[src/rtl/bfx_pkg.sv]
`timescale 1ns/1ps
package bfx_pkg;
   localparam int S32_W    = 32;
   localparam int S64_W    = 64;
   localparam int LANE_W   = 32;
   localparam int CTL_W    = 32;
   localparam int WID_LSB  = 16;
   localparam int WID_W    = 7;
   localparam int OFF32_W  = 5;
   localparam int OFF64_W  = 6;

   typedef enum logic [2:0] {
      OP_S32_U = 3'd0,
      OP_S32_S = 3'd1,
      OP_S64_U = 3'd2,
      OP_S64_S = 3'd3,
      OP_VEC_U = 3'd4,
      OP_VEC_S = 3'd5,
      OP_NOP6  = 3'd6,
      OP_NOP7  = 3'd7
   } bfx_op_e;

   function automatic logic op_is_scalar(bfx_op_e op);
      return (op == OP_S32_U) || (op == OP_S32_S) ||
             (op == OP_S64_U) || (op == OP_S64_S);
   endfunction

   function automatic logic op_is_vec(bfx_op_e op);
      return (op == OP_VEC_U) || (op == OP_VEC_S);
   endfunction

   function automatic logic op_is_signed(bfx_op_e op);
      return (op == OP_S32_S) || (op == OP_S64_S) || (op == OP_VEC_S);
   endfunction
endpackage

[src/rtl/bfx_core.sv]
`timescale 1ns/1ps
// Combinational field extractor for one data width.
module bfx_core #(
   parameter int DATA_W = 32,
   parameter int OFF_W  = 5,
   parameter int WID_W  = 7
) (
   input  logic [DATA_W-1:0] src,
   input  logic [OFF_W-1:0]  off,
   input  logic [WID_W-1:0]  wid,
   input  logic              sgn,
   output logic [DATA_W-1:0] res
);
   localparam int CNT_W = $clog2(DATA_W + 1);

   generate
      if (DATA_W < 2) begin : g_bad_w
         $error("bfx_core: DATA_W must be at least 2");
      end
      if ((1 << OFF_W) > DATA_W) begin : g_bad_off
         $error("bfx_core: offset field wider than data word");
      end
   endgenerate

   logic [CNT_W-1:0]  len;
   logic [DATA_W-1:0] shifted;
   logic [DATA_W-1:0] keep;
   logic [DATA_W-1:0] top_bit;
   logic [DATA_W-1:0] field;
   logic              neg;

   always_comb begin
      // clamp the run length to the data width
      if (int'(wid) >= DATA_W) len = CNT_W'(DATA_W);
      else                     len = CNT_W'(wid);
      shifted = src >> off;
      // len == DATA_W shifts every one out, giving an all-ones keep mask
      keep    = ~({DATA_W{1'b1}} << len);
      top_bit = keep & ~(keep >> 1);
      field   = shifted & keep;
      neg     = sgn & (|(field & top_bit));
      res     = neg ? (field | ~keep) : field;
   end
endmodule

[src/rtl/bfx_scalar.sv]
`timescale 1ns/1ps
// Scalar path: 32-bit and 64-bit extract with nonzero flag.
module bfx_scalar
   import bfx_pkg::*;
(
   input  logic [S64_W-1:0] src,
   input  logic [CTL_W-1:0] ctl,
   input  bfx_op_e          op,
   output logic [S64_W-1:0] res,
   output logic             flag
);
   logic [WID_W-1:0] wid_fld;
   logic [S32_W-1:0] res32;
   logic [S64_W-1:0] res64;
   logic             sgn;
   logic             ctl_unused;

   assign wid_fld    = ctl[WID_LSB +: WID_W];
   assign sgn        = op_is_signed(op);
   assign ctl_unused = ^{ctl[CTL_W-1:WID_LSB+WID_W], ctl[WID_LSB-1:OFF64_W]};

   bfx_core #(.DATA_W(S32_W), .OFF_W(OFF32_W), .WID_W(WID_W)) core32_i (
      .src (src[S32_W-1:0]),
      .off (ctl[OFF32_W-1:0]),
      .wid (wid_fld),
      .sgn (sgn),
      .res (res32)
   );

   bfx_core #(.DATA_W(S64_W), .OFF_W(OFF64_W), .WID_W(WID_W)) core64_i (
      .src (src),
      .off (ctl[OFF64_W-1:0]),
      .wid (wid_fld),
      .sgn (sgn),
      .res (res64)
   );

   always_comb begin
      if ((op == OP_S64_U) || (op == OP_S64_S)) res = res64;
      else                                      res = {{(S64_W-S32_W){1'b0}}, res32};
      flag = |res;
   end
endmodule

[src/rtl/bfx_lanes.sv]
`timescale 1ns/1ps
// Vector path: one extractor per lane, fields taken per lane.
module bfx_lanes
   import bfx_pkg::*;
#(
   parameter int LANES = 4
) (
   input  logic [LANES*LANE_W-1:0] src,
   input  logic [LANES*LANE_W-1:0] off,
   input  logic [LANES*LANE_W-1:0] wid,
   input  logic                    sgn,
   output logic [LANES*LANE_W-1:0] res
);
   localparam int FLD_W = OFF32_W;

   generate
      for (genvar i = 0; i < LANES; i++) begin : g_lane
         logic [LANE_W-1:0] lane_off;
         logic [LANE_W-1:0] lane_wid;
         logic              lane_unused;

         assign lane_off    = off[i*LANE_W +: LANE_W];
         assign lane_wid    = wid[i*LANE_W +: LANE_W];
         assign lane_unused = ^{lane_off[LANE_W-1:FLD_W], lane_wid[LANE_W-1:FLD_W]};

         bfx_core #(.DATA_W(LANE_W), .OFF_W(FLD_W), .WID_W(FLD_W)) core_i (
            .src (src[i*LANE_W +: LANE_W]),
            .off (lane_off[FLD_W-1:0]),
            .wid (lane_wid[FLD_W-1:0]),
            .sgn (sgn),
            .res (res[i*LANE_W +: LANE_W])
         );
      end
   endgenerate
endmodule

[src/rtl/bfx_unit.sv]
`timescale 1ns/1ps
// Bitfield extract unit with one output register stage.
module bfx_unit
   import bfx_pkg::*;
#(
   parameter int LANES = 4
) (
   input  logic                    clk,
   input  logic                    rst_n,
   input  logic                    op_valid,
   input  logic [2:0]              op_code,
   input  logic [S64_W-1:0]        s_src,
   input  logic [CTL_W-1:0]        s_ctl,
   input  logic [LANES*LANE_W-1:0] v_src,
   input  logic [LANES*LANE_W-1:0] v_off,
   input  logic [LANES*LANE_W-1:0] v_wid,
   input  logic [LANES-1:0]        v_mask,
   output logic [S64_W-1:0]        s_res,
   output logic                    s_flag,
   output logic [LANES*LANE_W-1:0] v_res,
   output logic                    done
);
   localparam int VEC_W = LANES * LANE_W;

   generate
      if (LANES < 1) begin : g_bad_lanes
         $error("bfx_unit: LANES must be at least 1");
      end
   endgenerate

   bfx_op_e           op;
   logic              take_s;
   logic              take_v;
   logic [S64_W-1:0]  s_nxt;
   logic              f_nxt;
   logic [VEC_W-1:0]  v_nxt;

   assign op     = bfx_op_e'(op_code);
   assign take_s = op_valid & op_is_scalar(op);
   assign take_v = op_valid & op_is_vec(op);

   bfx_scalar scalar_i (
      .src  (s_src),
      .ctl  (s_ctl),
      .op   (op),
      .res  (s_nxt),
      .flag (f_nxt)
   );

   bfx_lanes #(.LANES(LANES)) lanes_i (
      .src (v_src),
      .off (v_off),
      .wid (v_wid),
      .sgn (op_is_signed(op)),
      .res (v_nxt)
   );

   always_ff @(posedge clk) begin
      if (!rst_n) begin
         s_res  <= '0;
         s_flag <= 1'b0;
         done   <= 1'b0;
      end else begin
         done <= take_s | take_v;
         if (take_s) begin
            s_res  <= s_nxt;
            s_flag <= f_nxt;
         end
      end
   end

   generate
      for (genvar i = 0; i < LANES; i++) begin : g_vreg
         always_ff @(posedge clk) begin
            if (!rst_n) begin
               v_res[i*LANE_W +: LANE_W] <= '0;
            end else if (take_v && v_mask[i]) begin
               v_res[i*LANE_W +: LANE_W] <= v_nxt[i*LANE_W +: LANE_W];
            end
         end
      end
   endgenerate
endmodule

[config.mk]
export PLATFORM = sky130hd
export DESIGN_NAME = bfx_unit
export DESIGN_NICKNAME = d
export VERILOG_FILES = /design/src/rtl/bfx_pkg.sv /design/src/rtl/bfx_core.sv /design/src/rtl/bfx_scalar.sv /design/src/rtl/bfx_lanes.sv /design/src/rtl/bfx_unit.sv
export SDC_FILE = /design/constraint.sdc
export NUM_CORES = 1
export LEC_CHECK = 0
export BUFFER_PORTS_ARGS = -buffer_cell sky130_fd_sc_hd__buf_2
export CAP_MARGIN = 30
export CORE_AREA = 2 2 267 269
export DETAILED_ROUTE_END_ITERATION = 8
export DIE_AREA = 0 0 269 271
export PLACE_DENSITY = 0.57
export SLEW_MARGIN = 20
export SYNTH_ARGS = -nofsm -noshare
export SYNTH_HDL_FRONTEND = slang
export SYNTH_SLANG_ARGS = --single-unit
[constraint.sdc]
create_clock -name clk -period 6 [get_ports clk]
set_input_delay 0.6 -clock clk [delete_from_list [all_inputs] [get_ports clk]]
set_output_delay 0.6 -clock clk [all_outputs]
set_load 0.02 [all_outputs]
==> flow_metrics.tcl <==
set metrics [dict create \
    syn_area_um2 25200 \
    drc_errors 3 \
    post-place-cells 4675 \
    period_share_pct 89.6 \
    avgRoutedWirePerCell_um 29.3 \
    dieHeight_um 271 \
    synth_fp_nets 3860 \
    synth_top_family_by_area "multiplexers" \
    boundaryPins 684 \
    num_vias 31200 \
    power.density_nw_per_um2 172 \
    yosys-top-cells-count "nand2_1, nor2_1, a21oi_1, clkbuf_1, o21ai_0" \
    start_kind "input port" \
    drv_cap 0 \
    postLayoutCellArea_um2 30000 \
    dr.pass1.iters 9 \
    rows 97 \
    grt_setup_unrepaired "no" \
    critPathCaptureType "flip-flop" \
    synthMuxAreaShare_pct 27.8 \
    ctsHoldBuffers 0 \
    maxSlewViolCount 0 \
    setup_violations 0 \
    die_w_um 269 \
    drt_iter0_drc 4340 \
    grt_start_max_net_pins 83 \
    slowest_delay_ns 0.62 \
    whs_ns 0.455 \
    n_fill_cell 7457 \
    post_cts_buffers 0 \
    cp_common_cell "buf_4" \
    outcome "finished, violations left" \
    antenna_found_initial 10 \
    finalNonFillerCells 4716 \
    max_slew_margin_pct 27.9 \
    fin_tns_setup_ns 0 \
    ys_warn_count 0 \
    cts_resized 0 \
    async_reset_ff_share_pct 0 \
    gp_congestion 1.07 \
    synth_seq_cells 194 \
    cts_made_buffers 17 \
    fin_nets 4248 \
    postRouteAntennaNets 0 \
    cp_cell_sequence "buf_6 -> buf_12 -> buf_4 -> mux2i_1 -> a222oi_1 -> nand3_1 -> o211ai_1 -> a2111oi_0 -> or3b_1 -> or4_4 -> nor4_4 -> buf_4 -> nand2_1 -> nand2_1 -> buf_12 -> nor2_1 -> o21ai_0 -> buf_4 -> a21oi_1" \
    grt_pass1_wl_um 197000 \
    crit_slowest_cell "or4_4" \
    place_ws_ns 0.191 \
    synth_edf_count 0 \
    worstSetupPathType "in -> reg" \
    yosys-top-cells-area "mux4_2, dfxtp_1, mux2i_1, nand2_1, a21oi_1" \
    fin_util_pct 43.0 \
    hold_viol_final 0 \
    cts.clk_slew.worst_paths_ns 0.08 \
    max_freq_ghz 0.186 \
    synth_compound_area_share_pct 27.4 \
    viasPerCell 6.61 \
    synth_fa_ha_area_share_pct 0 \
    worstMarginPinSlew_ns 1.07 \
    ys_types 89 \
    yosysMostFrequentCell "nand2_1" \
    synth_xor_area_share_pct 0.0347 \
    postSynthAreaPerCell_um2 7.48 \
    power_mw 5.16 \
    coreArea_um2 69800 \
    hp-class "reg -> reg" \
    critPathMaxFanout 48 \
    fin_skew_ns 0 \
    dp_hpwl_um 110000 \
    initial_utilization_pct 36.1 \
    ir_drop_uv 220 \
    synth_ff_type "dfxtp_1" \
    syn_inst 3370 \
    synth_top_cell_by_area "mux4_2" \
    grtUsageTotal_pct 36.2 \
    fin_ws_ns 0.622 \
    drive_gt1_share_pct 28.3 \
    min_period_ns 5.38 \
    wirelength_um 138000 \
    power_leakage_nw 11.8 \
    cts.sinks 194 \
    dpl-instance-area_um2 29300 \
    violations "design-rule violations" \
    ys_seq_area_share_pct 15.4 \
    clk_latency_ns 0.46 \
    synth_simple_gate_area_share_pct 23.4 \
    h-tree-depth 4 \
    clock_path_buffers 2 \
    area_growth_syn_to_layout_pct 18.9 \
    ff2ff_setup_slack_ns 5.08 \
    cp.required_ns 6.33 \
    root_buffer "clkbuf_16" \
    grt-ovfl-total 0 \
    cts_tree "yes" \
    cp.arrival_ns 5.71 \
    grt_pass1_vias 28500 \
    numPortBuffers 448 \
    dieArea_um2 72900 \
    yosysTopAreaCellShare_pct 15.6 \
]
[flip-flops by register name, indices dropped and copies added, names as in the netlist]
name and flops:
v_res 128, s_res 64, done 1, s_flag 1
[final timing paths]
path,from,cells past startpoint,to
worst max-delay path,s_ctl[0],19,s_res[53]$_SDFFE_PN0P_
worst max register to register,s_res[12]$_SDFFE_PN0P_,2,s_res[12]$_SDFFE_PN0P_
worst min-delay path,s_res[40]$_SDFFE_PN0P_,2,s_res[40]$_SDFFE_PN0P_
worst min register to register,s_res[40]$_SDFFE_PN0P_,2,s_res[40]$_SDFFE_PN0P_
[final cells by class]
class                           count  area (um^2)  area share (%)
Tap cell                          940         1180            3.92
Inverter                           41          156           0.522
Sequential cell                   194         3880            13.0
Timing Repair Buffer              702         4270            14.2
Multi-Input combinational cell   2802        19900            66.3
Clock inverter                     15          190           0.634
Clock buffer                       17          425            1.42
Antenna cell                        5         12.5          0.0417
[power by group]
part	switching (mW)	total (mW)	internal [mW]
clock network	0.626	1.20	0.576
logic	1.68	2.59	0.919
registers	0.0310	1.37	1.33
total	2.33	5.16	2.83
[kinds of logic after synthesis]
group | after synthesis
buffers and inverters | 374
AOI/OAI and AO/OA | 1072
xor gates and xnor gates | 1
DFF | 194
and+or+nand+nor | 1263
muxes | 466
[routing by layer]
layer | vias to the layer above | share of wire (%) | GRT usage [%] | wire length (um)
li1 | 13800 | - | - | -
met1 | 15000 | 42 | 50.3 | 57500
met2 | 1992 | 42 | 52.0 | 57500
met3 | 391 | 12 | 9.68 | 15900
met4 | 10 | 5.1 | 16.0 | 7030
met5 | - | 0.049 | 0 | 67
[worst max-delay path: cells and delay by family]
kind            cells  cell delay [ns]
compound gates      5             1.39
simple gates        7             1.98
mux                 1             0.38
buf+inv             6             1.34
[layout by cell type (no fill, tap or decap), drive strengths merged, types with 26 or more instances in the layout]
cell and n:
buf 702, nand2 402, nor2 360, a21oi 271, o21ai 253, dfxtp 194
mux2i 181, mux4 175, nor3 111, mux2 110, nand3 86, a211oi 78
a31oi 66, o22ai 57, a22oi 47, inv 46, and2 44, nor4 37
o211ai 31, nor2b 31, or3 28, nand2b 28, and3 26, nand4 26
or2 26
(Power assumes the default switching activity.)
